<file path="src/rtl/bce_pkg.sv">
// Package: shared encodings for the bus command engine.
// Assumes a 32-bit register port and at most eight data bytes per transfer.
package bce_pkg;
    localparam int WORD_W     = 32;
    localparam int DATA_BYTES = 8;
    localparam int DATA_W     = DATA_BYTES * 8;
    localparam int CODE_W     = 5;
    localparam int CODE_LSB   = 27;
    localparam int SID_LSB    = 20;
    localparam int ADDR_LSB   = 4;
    localparam int SID_W      = 4;
    localparam int ADDR_W     = 16;

    // status bit positions
    localparam int ST_DONE = 0;
    localparam int ST_FAIL = 1;
    localparam int ST_DENY = 2;
    localparam int ST_DROP = 3;

    localparam logic [1:0] KIND_READ  = 2'd0;
    localparam logic [1:0] KIND_WRITE = 2'd1;
    localparam logic [1:0] KIND_CTRL  = 2'd2;

    localparam logic [2:0] RES_OK      = 3'd0;
    localparam logic [2:0] RES_INVALID = 3'd1;
    localparam logic [2:0] RES_DENIED  = 3'd2;
    localparam logic [2:0] RES_IO      = 3'd3;
    localparam logic [2:0] RES_TIMEOUT = 3'd4;
    localparam logic [2:0] RES_UNSUPP  = 3'd5;

    localparam logic [2:0] SEL_CMD    = 3'd0;
    localparam logic [2:0] SEL_DOUT0  = 3'd1;
    localparam logic [2:0] SEL_DOUT1  = 3'd2;
    localparam logic [2:0] SEL_DIN0   = 3'd3;
    localparam logic [2:0] SEL_DIN1   = 3'd4;
    localparam logic [2:0] SEL_STATUS = 3'd5;

    typedef enum logic [2:0] {
        ST_IDLE, ST_WR0, ST_WR1, ST_ISSUE, ST_POLL, ST_RD0, ST_RD1, ST_RESP
    } eng_state_e;
endpackage

</file>
<file path="src/rtl/bce_xlate.sv">
// Request checker and opcode mapper (combinational).
// Maps a bus opcode onto the internal 5-bit code and flags invalid or
// unsupported requests. Assumes the length field is bytes minus one.
module bce_xlate
    import bce_pkg::*;
(
    input  logic [1:0]        kind,
    input  logic [7:0]        opcode,
    input  logic [3:0]        cnt,
    input  logic              fmt_v2,
    output logic [CODE_W-1:0] code,
    output logic [2:0]        result
);
    // Purpose: range decode of the opcode per kind, then the length check.
    always_comb begin
        code   = '0;
        result = RES_OK;
        case (kind)
            KIND_READ: begin
                if (opcode inside {[8'h60:8'h7F]})      code = 5'd15;
                else if (opcode inside {[8'h20:8'h2F]}) code = 5'd13;
                else if (opcode inside {[8'h38:8'h3F]}) code = 5'd1;
                else                                    result = RES_INVALID;
            end
            KIND_WRITE: begin
                if (opcode inside {[8'h40:8'h5F]})      code = 5'd14;
                else if (opcode inside {[8'h00:8'h0F]}) code = 5'd2;
                else if (opcode inside {[8'h30:8'h37]}) code = 5'd0;
                else if (opcode[7])                     code = 5'd16;
                else                                    result = RES_INVALID;
            end
            KIND_CTRL: begin
                if (opcode inside {[8'h10:8'h13]}) begin
                    code = opcode[CODE_W-1:0];
                    if (fmt_v2) result = RES_UNSUPP;
                end else begin
                    result = RES_INVALID;
                end
            end
            default: result = RES_INVALID;
        endcase
        if (kind != KIND_CTRL && cnt[3]) result = RES_INVALID;
    end
endmodule

</file>
<file path="src/rtl/bce_pack.sv">
// Command word formatter (combinational).
// Builds the 32-bit command word in format 1 or 2. Control commands carry
// only the code and target ID. Assumes the code is already mapped.
module bce_pack
    import bce_pkg::*;
(
    input  logic              fmt_v2,
    input  logic              is_ctrl,
    input  logic [CODE_W-1:0] code,
    input  logic [SID_W-1:0]  sid,
    input  logic [ADDR_W-1:0] addr,
    input  logic [2:0]        cnt,
    output logic [WORD_W-1:0] word
);
    // Purpose: place each field at its position for the selected layout.
    always_comb begin
        word = '0;
        word[CODE_LSB +: CODE_W] = code;
        if (!fmt_v2) begin
            word[SID_LSB +: SID_W] = sid;
            if (!is_ctrl) begin
                word[ADDR_LSB +: ADDR_W] = addr;
                word[2:0]                = cnt;
            end
        end else begin
            word[ADDR_LSB +: 8] = addr[7:0];
            word[2:0]           = cnt;
        end
    end
endmodule

</file>
<file path="src/rtl/bce_status.sv">
// Completion status decoder (combinational).
// Reports done and ranks the error bits: denied, then failure, then dropped.
// The caller uses the result only when done is set.
module bce_status
    import bce_pkg::*;
(
    input  logic [3:0] stat,
    output logic       done,
    output logic [2:0] result
);
    // Purpose: fixed-priority error ranking.
    always_comb begin
        done = stat[ST_DONE];
        if (stat[ST_DENY])                      result = RES_DENIED;
        else if (stat[ST_FAIL] || stat[ST_DROP]) result = RES_IO;
        else                                    result = RES_OK;
    end
endmodule

</file>
<file path="src/rtl/bce_poller.sv">
// Bounded poll pacer.
// After start, it flags a sample slot at once and then every POLL_GAP
// cycles while the caller asks to advance. It reports the last allowed poll.
// Assumes MAX_POLLS >= 2 and POLL_GAP >= 1.
module bce_poller #(
    parameter int MAX_POLLS = 100,
    parameter int POLL_GAP  = 50
) (
    input  logic clk,
    input  logic rst_n,
    input  logic start,
    input  logic active,
    input  logic advance,
    output logic sample,
    output logic last
);
    localparam int PCNT_W = $clog2(MAX_POLLS);
    localparam int GCNT_W = $clog2(POLL_GAP + 1);
    localparam logic [PCNT_W-1:0] PCNT_LAST = PCNT_W'(MAX_POLLS - 1);
    localparam logic [GCNT_W-1:0] GAP_LOAD  = GCNT_W'(POLL_GAP - 1);

    logic [PCNT_W-1:0] poll_cnt;
    logic [GCNT_W-1:0] gap_cnt;

    assign sample = active && (gap_cnt == '0);
    assign last   = (poll_cnt == PCNT_LAST);

    // Purpose: count down the gap between polls and count polls taken.
    always_ff @(posedge clk) begin
        if (!rst_n) begin
            poll_cnt <= '0;
            gap_cnt  <= '0;
        end else if (start) begin
            poll_cnt <= '0;
            gap_cnt  <= '0;
        end else if (active) begin
            if (gap_cnt != '0) begin
                gap_cnt <= gap_cnt - 1'b1;
            end else if (advance && !last) begin
                gap_cnt  <= GAP_LOAD;
                poll_cnt <= poll_cnt + 1'b1;
            end
        end
    end


    poll_bound_chk: assert property (@(posedge clk) disable iff (!rst_n)
        poll_cnt <= PCNT_LAST);


    poll_spacing_chk: assert property (@(posedge clk) disable iff (!rst_n)
        (sample && advance && !last && !start) |=> (gap_cnt == GAP_LOAD || POLL_GAP == 1));
endmodule

</file>
<file path="src/rtl/bus_cmd_engine.sv">
// Bus command issue and completion engine (top).
// Accepts one request, checks it, writes data and command words to the
// serializer register port, polls status with a bounded count, fetches read
// words, and returns one response pulse. Assumes bus_rdata is valid in the
// same cycle as bus_re and bus_sel.
module bus_cmd_engine
    import bce_pkg::*;
#(
    parameter int MAX_POLLS = 100,
    parameter int POLL_GAP  = 50
) (
    input  logic        clk,
    input  logic        rst_n,
    input  logic        fmt_v2,
    input  logic        req_valid,
    output logic        req_ready,
    input  logic [1:0]  req_kind,
    input  logic [7:0]  req_opcode,
    input  logic [3:0]  req_sid,
    input  logic [15:0] req_addr,
    input  logic [3:0]  req_cnt,
    input  logic [63:0] req_wdata,
    output logic        resp_valid,
    output logic [2:0]  resp_err,
    output logic [63:0] resp_rdata,
    output logic        bus_we,
    output logic        bus_re,
    output logic [2:0]  bus_sel,
    output logic [31:0] bus_wdata,
    input  logic [31:0] bus_rdata
);
    localparam int HALF_W = DATA_W / 2;

    eng_state_e        state;
    logic [1:0]        kind_q;
    logic [2:0]        cnt_q;
    logic [WORD_W-1:0] cmd_q;
    logic [DATA_W-1:0] wdata_q;
    logic [DATA_W-1:0] rdata_q;
    logic [2:0]        res_q;

    logic [CODE_W-1:0] xl_code;
    logic [2:0]        xl_res;
    logic [WORD_W-1:0] pk_word;
    logic              st_done;
    logic [2:0]        st_res;
    logic              pl_sample, pl_last;
    logic [DATA_W-1:0] wr_masked;
    logic [DATA_W-1:0] rd_mask;
    logic              accept;
    logic              long_q;

    assign accept = req_valid && req_ready;
    assign long_q = (cnt_q > 3'd3);

    bce_xlate u_xlate (
        .kind   (req_kind),
        .opcode (req_opcode),
        .cnt    (req_cnt),
        .fmt_v2 (fmt_v2),
        .code   (xl_code),
        .result (xl_res)
    );

    bce_pack u_pack (
        .fmt_v2  (fmt_v2),
        .is_ctrl (req_kind == KIND_CTRL),
        .code    (xl_code),
        .sid     (req_sid),
        .addr    (req_addr),
        .cnt     (req_cnt[2:0]),
        .word    (pk_word)
    );

    bce_status u_status (
        .stat   (bus_rdata[3:0]),
        .done   (st_done),
        .result (st_res)
    );

    bce_poller #(.MAX_POLLS(MAX_POLLS), .POLL_GAP(POLL_GAP)) u_poller (
        .clk     (clk),
        .rst_n   (rst_n),
        .start   (state == ST_ISSUE),
        .active  (state == ST_POLL),
        .advance (!st_done),
        .sample  (pl_sample),
        .last    (pl_last)
    );

    // Per-byte keep masks: request length for writes, stored length for reads.
    for (genvar b = 0; b < DATA_BYTES; b++) begin : g_byte
        localparam logic [2:0] BIDX = 3'(b);
        assign wr_masked[b*8 +: 8] = (BIDX <= req_cnt[2:0]) ? req_wdata[b*8 +: 8] : 8'h00;
        assign rd_mask[b*8 +: 8]   = {8{BIDX <= cnt_q}};
    end

    // Purpose: transaction sequencer and request/response registers.
    always_ff @(posedge clk) begin
        if (!rst_n) begin
            state   <= ST_IDLE;
            kind_q  <= '0;
            cnt_q   <= '0;
            cmd_q   <= '0;
            wdata_q <= '0;
            rdata_q <= '0;
            res_q   <= RES_OK;
        end else begin
            case (state)
                ST_IDLE: if (accept) begin
                    kind_q  <= req_kind;
                    cnt_q   <= req_cnt[2:0];
                    cmd_q   <= pk_word;
                    wdata_q <= wr_masked;
                    rdata_q <= '0;
                    res_q   <= xl_res;
                    if (xl_res != RES_OK)           state <= ST_RESP;
                    else if (req_kind == KIND_WRITE) state <= ST_WR0;
                    else                             state <= ST_ISSUE;
                end
                ST_WR0:   state <= long_q ? ST_WR1 : ST_ISSUE;
                ST_WR1:   state <= ST_ISSUE;
                ST_ISSUE: state <= ST_POLL;
                ST_POLL: if (pl_sample) begin
                    if (st_done) begin
                        res_q <= st_res;
                        if (st_res == RES_OK && kind_q == KIND_READ) state <= ST_RD0;
                        else                                         state <= ST_RESP;
                    end else if (pl_last) begin
                        res_q <= RES_TIMEOUT;
                        state <= ST_RESP;
                    end
                end
                ST_RD0: begin
                    rdata_q[HALF_W-1:0] <= bus_rdata & rd_mask[HALF_W-1:0];
                    state <= long_q ? ST_RD1 : ST_RESP;
                end
                ST_RD1: begin
                    rdata_q[DATA_W-1:HALF_W] <= bus_rdata & rd_mask[DATA_W-1:HALF_W];
                    state <= ST_RESP;
                end
                default: state <= ST_IDLE;
            endcase
        end
    end

    // Purpose: register-port strobes and select from the current state.
    always_comb begin
        bus_we    = 1'b0;
        bus_re    = 1'b0;
        bus_sel   = SEL_CMD;
        bus_wdata = '0;
        case (state)
            ST_WR0:   begin bus_we = 1'b1; bus_sel = SEL_DOUT0; bus_wdata = wdata_q[HALF_W-1:0]; end
            ST_WR1:   begin bus_we = 1'b1; bus_sel = SEL_DOUT1; bus_wdata = wdata_q[DATA_W-1:HALF_W]; end
            ST_ISSUE: begin bus_we = 1'b1; bus_sel = SEL_CMD;   bus_wdata = cmd_q; end
            ST_POLL:  begin bus_re = pl_sample; bus_sel = SEL_STATUS; end
            ST_RD0:   begin bus_re = 1'b1; bus_sel = SEL_DIN0; end
            ST_RD1:   begin bus_re = 1'b1; bus_sel = SEL_DIN1; end
            default:  ;
        endcase
    end

    assign req_ready  = (state == ST_IDLE);
    assign resp_valid = (state == ST_RESP);
    assign resp_err   = res_q;
    assign resp_rdata = rdata_q;


    resp_pulse_chk: assert property (@(posedge clk) disable iff (!rst_n)
        resp_valid |=> !resp_valid);


    busy_after_accept_chk: assert property (@(posedge clk) disable iff (!rst_n)
        accept |=> !req_ready);


    reject_latency_chk: assert property (@(posedge clk) disable iff (!rst_n)
        (resp_valid && (resp_err == RES_INVALID || resp_err == RES_UNSUPP)) |-> $past(accept));


    data_before_cmd_chk: assert property (@(posedge clk) disable iff (!rst_n)
        (bus_we && bus_sel == SEL_CMD && kind_q == KIND_WRITE)
            |-> $past(bus_we && (bus_sel == SEL_DOUT0 || bus_sel == SEL_DOUT1)));


    read_after_clean_chk: assert property (@(posedge clk) disable iff (!rst_n)
        (bus_re && bus_sel == SEL_DIN0)
            |-> $past(bus_re && bus_sel == SEL_STATUS && bus_rdata[3:0] == 4'b0001));


    deny_priority_chk: assert property (@(posedge clk) disable iff (!rst_n)
        (bus_re && bus_sel == SEL_STATUS && bus_rdata[ST_DONE] && bus_rdata[ST_DENY])
            |=> (resp_valid && resp_err == RES_DENIED));


    port_exclusive_chk: assert property (@(posedge clk) disable iff (!rst_n)
        !(bus_we && bus_re));
endmodule

</file>
<file path="config.mk">
export PLATFORM = sky130hd
export DESIGN_NAME = bus_cmd_engine
export DESIGN_NICKNAME = d
export VERILOG_FILES = /design/src/rtl/bce_pkg.sv /design/src/rtl/bce_xlate.sv /design/src/rtl/bce_pack.sv /design/src/rtl/bce_status.sv /design/src/rtl/bce_poller.sv /design/src/rtl/bus_cmd_engine.sv
export SDC_FILE = /design/constraint.sdc
export NUM_CORES = 1
export LEC_CHECK = 0
export ABC_CLOCK_PERIOD_IN_PS = 3300
export BUFFER_PORTS_ARGS = -buffer_cell sky130_fd_sc_hd__buf_2
export CORE_MARGIN = 5
export CORE_UTILIZATION = 35
export DETAILED_ROUTE_END_ITERATION = 8
export PLACE_DENSITY_LB_ADDON = 0.1
export SYNTH_ARGS = -nofsm -noshare
export SYNTH_HDL_FRONTEND = slang
export SYNTH_SLANG_ARGS = --single-unit
export TNS_END_PERCENT = 1
</file>
<file path="constraint.sdc">
create_clock -name clk -period 3.3 [get_ports clk]
set_input_delay 0.66 -clock clk [delete_from_list [all_inputs] [get_ports clk]]
set_output_delay 0.66 -clock clk [all_outputs]
set_load 0.005 [all_outputs]
</file>
## Word-level counts from Yosys, hierarchy flattened

Index checks and enable logic that the tools add are counted.

| word-level totals | value |
|---|---|
| register bits | 180 |
| input port bits | 134 |
| output and inout port bits | 106 |
| word-level logic and storage cells | 156 |

| operators by class | value |
|---|---|
| add/subtract/negate cells | 2 |
| magnitude comparators | 31 |
| equality and inequality tests | 14 |
| multiplexer cells | 59 |
| bitwise operators | 4 |
| reduce and logical (&&, ||, !) cells | 36 |

Operators with widths:

| cell | number |
|---|---|
| $pmux W32 S2 | 2 |
| $pmux W32 S3 | 1 |
| $mux W8 | 9 |
| $and A32 B32 Y32 | 2 |
| $mux W64 | 1 |
| $mux W3 | 20 |
| $mux W5 | 7 |
| $ge A8 B6 Y1 const B | 3 |
| $le A3 B3 Y1 const A | 8 |
| $le A8 B6 Y1 const B | 3 |
| $pmux W3 S7 | 1 |
| $ge A8 B7 Y1 const B | 2 |
| $le A8 B7 Y1 const B | 2 |
| $mux W16 | 1 |
| $pmux W3 S5 | 1 |
| $pmux W5 S3 | 1 |
| $eq A3 B3 Y1 const B | 4 |
| $le A1 B3 Y1 const A | 4 |
| $le A2 B3 Y1 const A | 4 |
| $logic_and A1 B1 Y1 | 12 |
| $mux W12 | 1 |
| $mux W6 | 2 |
| $pmux W3 S3 | 1 |
| $ge A8 B1 Y1 const B | 1 |
| 32 further kinds | 53 |

## Longest topological paths before layout

| logic depth | value |
|---|---|
| depth after elaboration | 11 |
| depth in mapped cells | 9 |
| gate-level depth less buffers | 7 |

## Cells and area by module

Synthesis repeated with hierarchy kept, for this count alone.

| unflattened totals | value |
|---|---|
| cell total of the unflattened synthesis | 962 |
| area total of the unflattened synthesis | 8395.6 µm² |

By module, submodules not included:

| module | times used | cells an instance | area each (µm²) | seq. area each (µm²) |
|---|---|---|---|---|
| bus_cmd_engine | 1 | 799 | 7123.1 | 3423.3 |
| bce_poller | 1 | 90 | 754.5 | 260.2 |
| bce_pack | 1 | 36 | 249.0 | 0.0 |
| bce_xlate | 1 | 32 | 234.0 | 0.0 |
| bce_status | 1 | 5 | 35.0 | 0.0 |

## Worst setup path after synthesis

OpenSTA, ideal clock, no wires.

| timing path | value |
|---|---|
| kind | input-to-reg |
| start point | in req_kind[1] |
| end point | reg state[2] |
| setup time | 0.122 ns |
| arrival time | 1.946 ns |
| data required time | 3.178 ns |
| slack | 1.232 ns |
| cell stages on the path | 5 |
| path buffers | 1 |
| cell sequence | clkbuf_1 > nor4b_1 > and3_1 > a21oi_1 > o311a_1 |

| between the ends | value |
|---|---|
| longest elaborated chain between the ends | 7 |
| elaborated cells between the ends (all ways) | 11 |
| classes of those cells | 3 x eq/ne; 5 x mux; 3 x reduce/logical |

Ends and longest elaborated chain:

| item | line | text |
|---|---|---|
| start, declared | bus_cmd_engine.sv:17 | `input logic [1:0] req_kind,` |
| $eq A2 B2 Y1 (tied with other cells) | bce_xlate.sv:18 | `case (kind)` |
| $pmux W3 S3 / $logic_and A1 B1 Y1 (equally long branches) | bce_xlate.sv:18, bce_xlate.sv:42 |  |
| $mux W3 (*) | bce_xlate.sv:42 | `if (kind != KIND_CTRL && cnt[3]) result = RES_INVALID;` |
| $reduce_bool A3 Y1 (*) | bus_cmd_engine.sv:117 | `if (xl_res != RES_OK) state <= ST_RESP;` |
| $mux W3 (*) | bus_cmd_engine.sv:117 |  |
| $mux W3 (*) | bus_cmd_engine.sv:110 | `ST_IDLE: if (accept) begin` |
| $pmux W3 S7 (*) | bus_cmd_engine.sv:109 | `case (state)` |
| end signal, assigned | bus_cmd_engine.sv:121 | `ST_WR0: state <= long_q ? ST_WR1 : ST_ISSUE;` |
| end signal, assigned | bus_cmd_engine.sv:136 | `state <= long_q ? ST_RD1 : ST_RESP;` |
| end, declared | bus_cmd_engine.sv:34 | `eng_state_e state;` |

Every way passes the cells marked *; elsewhere a longest branch is shown, timed or not. The select of a mux whose other input is x is not followed.
A chain may end at the register's enable or synchronous reset.

## Worst setup path after layout

| timing path | value |
|---|---|
| start point | reg state[0] |
| end point | out bus_wdata[23] |

| between the ends | value |
|---|---|
| longest elaborated chain between the ends | 2 |
| elaborated cells between the ends (all ways) | 4 |
| classes of those cells | 3 x eq/ne; 1 x mux |

Ends and longest elaborated chain:

| item | line | text |
|---|---|---|
| $eq A3 B2 Y1 / $eq A3 B1 Y1 (equally long branches) | bus_cmd_engine.sv:153 | `case (state)` |
| $pmux W32 S3 (*) | bus_cmd_engine.sv:153 |  |
| end, declared | bus_cmd_engine.sv:29 | `output logic [31:0] bus_wdata,` |

Every way passes the cells marked *; elsewhere a longest branch is shown, timed or not.

==> impl_metrics.csv <==
group,metric,value,unit
setup_path,cp.arrival,2200,ps
finish,ff_latch_area,0.00361,mm2
drt,top_layer,"met5",
setup_path,worstSetupPathType,"reg -> out",
setup_path,r2r_cells,5,
global_route,grt_pass1_wl,39.4,mm
setup_path,r2r_start,"state[2]",
die,start_util,35.8,%
pwr,p_leak,0.00399,uW
setup_path,cp-end-kind,"output pin",
finish,final_cell_mix,"238 x buf_2, 177 x dfxtp_1, 147 x a22oi_1, 120 x nor2b_1, 69 x nand2_1",
pwr,p_comb_share,21.5,%
cts,clock_latency,430,ps
synth,synthFlopType,"dfxtp_1",
cts,cts_made_buffers,17,
setup_path,worstReg2RegEnd,"u_poller.poll_cnt[1]",
finish,multiInputGateArea,0.00396,mm2
timing,maxSlewHeadroom,41.4,%
setup_path,endpoint,"bus_wdata[23]",
cts,cts_tree,"built",
drt,met1_length,11.6,mm
timing,hold_violations,0,
setup_path,startpoint,"state[0]",
synth,ys_seq_elements,180,
synth,synth_top_cell_by_area,"dfxtp_1",
drt,vias,7067,
setup_path,cp_data_required_time,2640,ps
die,boundaryPins,240,
run,maxCapViolCount,0,
die,core,0.0220,mm2
drt,ant_nets,0,
hold_path,min_path_type,"reg -> reg",
cts,post_cts_buffers,0,
finish,nets,1215,
pwr,netSwitchingPower,1910,uW
synth,syn_nets,1016,
drt,drt_iter0_drc,478,
drt,wl_met3,1.47,mm
timing,slew_viol_final,0,
pwr,clkPwrFrac,35.2,%
synth,synth_area_leaders,"dfxtp_1 46%, a22oi_1 14%, nor2b_1 9.5%",
finish,drive_above_1_share,29.9,%
synth,netlist_area,0.00786,mm2
die,die_w,160,um
placement,gp_congestion,0.771,
placement,io_buffers,239,
timing,period_needed,2860,ps
drt,dr.pass1.iters,5,
status,status,"finished, final reports clean",
cts,htree_num_levels,4,
cts,clkTransAtPathRegs,70,ps
setup_path,critPathLaunchType,"flip-flop",
cts,ctsResizeCount,0,
pwr,swShare,33.6,%
finish,utilization,44.9,%
drt,dr_wl_met2,11.6,mm
finish,n_fill_cell,2214,
global_route,grt_max_degree,89,
synth,synth_top_area_share,45.8,%
synth,synth_area_per_cell,8.93,um2
finish,syn_to_final_growth,25.3,%
timing,worst_slack,441,ps
drt,drt_wl_total,24.9,mm
global_route,grt_usage,18.9,%
drt,wl_per_cell,18.1,um
synth,synth_seq_area_share,45.8,%
timing,setup_violations,0,
finish,final_common_cell,"buf_2",
cts,clkSinkCount,180,
die,die_h,160,um
placement,place_area,0.00927,mm2
timing,clock_skew,13.6,ps
global_route,grt_overflow,0,
synth,yosysUniqueCellTypes,50,
setup_path,regToRegSetupSlack,820,ps
timing,finalSetupTns,0,ps
die,num_rows,54,
synth,yosysWarnings,0,
pwr,power_frac_seq,43.3,%
setup_path,cp_max_fo,23,
synth,synth_enable_flop_cells,0,
global_route,first_global_vias,7062,
global_route,grt_antenna_before_repair,4,
timing,fin_crit_sh,86.6,%
placement,dpl.hpwl,17.2,mm
cts,hold_buffers,0,
drt,drcViolationCount,0,
drt,routed_via_density,5.15,
synth,synth_cells,880,
pwr,internal_power,3770,uW
cts,clk_path_buf_depth,2,
timing,fmax,350,MHz
timing,rsz0062_at_grt,"no",
die,die_area,0.0256,mm2
placement,place_ws,818,ps
timing,tightest_slew,876,ps
synth,async_reset_ff_share,0,%
pwr,power.density,577,mW/mm2
pwr,peakVddDrop,284,uV
cts,cts-root-buf,"clkbuf_16",
finish,fin_area,0.00985,mm2
==> cells in the mapped netlist, drive strengths merged (2+ instances only) <==
library cell	n
nor2b	120
a31oi	3
ha	2
inv	9
nor3	9
a21boi	43
a22oi	147
and2	6
mux2	28
xor2	2
dfxtp	180
or4	2
and3	6
nor3b	6
or3	2
a21oi	18
nand3b	5
nor4	3
o21ai	11
a21o	2
nand4	2
buf	15
nand2	70
o21a	3
nor2	65
nor4b	3
nand3	30
mux2i	2
nand2b	3
a211oi	2
xnor2	4
o22ai	3
o2111ai	2
clkbuf	59
==> state kept, by name (all words and copies together) (netlist names) <==
name and flops:
resp_rdata 64, wdata_q 64, cmd_q 28, u_poller.poll_cnt 7, u_poller.gap_cnt 6, cnt_q 3
resp_err 3, state 3, kind_q 2
==> power groups by stage <==
| stage | clock [uW] | sequential (uW) | combinational (uW) |
|---|---|---|---|
| finish | 2000 | 2460 | 1220 |
| global route | 2150 | 2480 | 1350 |
| CTS | 2050 | 2460 | 1230 |
| detailed placement | 0 | 2510 | 1230 |
| global placement | 0 | 2510 | 1220 |
| floorplan | 0 | 2410 | 815 |
==> area by class of cell <==
class	instances	area share [%]
inverter	9	0.343
timing repair buffer	254	13.4
sequential	180	36.6
clock buffer	18	4.46
tap	280	3.56
antenna	1	0.0254
clock inverter	14	1.41
multi-input combinational	617	40.2
==> logic make-up (layout without fill, tap and decap cells) <==
kind of cell	Yosys count	count (layout)	synth area share [%]
AOI/OAI and AO/OA	243	243	22.4
other	0	1	0
muxes	30	30	4.26
adders and majority gates	2	2	0.318
buffers and inverters	83	295	4.11
xor gates and xnor gates	6	6	0.668
DFF	180	180	45.8
and+or+nand+nor	336	336	22.5
==> worst max-delay path, stage by stage (launching register included) <==
cell and delay [ps]:
dfxtp_2 540, buf_4 420, mux2_2 380, a22oi_1 240
nor2_1 70, buf_2 130
==> metrics by stage <==
| stage | std cells | hold slack (ps) | power, uW |
|---|---|---|---|
| after CTS | 1372 | 459 | 5740 |
| after global routing | 1373 | 449 | 5980 |
| final | 1373 | 461 | 5680 |
| after floorplan | 880 | 437 | 3230 |
| after global placement | 1340 | 449 | 3730 |
| after detailed placement | 1340 | 454 | 3740 |
==> routing by layer <==
| metal | global-route usage, % | vias to the layer above |
|---|---|---|
| met5 | 0 | - |
| met4 | 3.87 | 6 |
| met3 | 5.59 | 17 |
| met2 | 30.1 | 181 |
| met1 | 25.6 | 3342 |
| li1 | - | 3521 |
==> worst min-delay path by stage <==
stage                  from     endpoint  slack [ps]  cells past startpoint
5_1_grt        req_wdata[4]   wdata_q[4]         450                      3
4_1_cts        req_wdata[4]   wdata_q[4]         460                      3
3_3_place_gp    wdata_q[52]  wdata_q[52]         450                      2
6_report        wdata_q[52]  wdata_q[52]         460                      2
3_5_place_dp    wdata_q[52]  wdata_q[52]         450                      2
2_1_floorplan     cmd_q[22]    cmd_q[22]         440                      2
No activity file was read; power rests on OpenSTA's default activity.
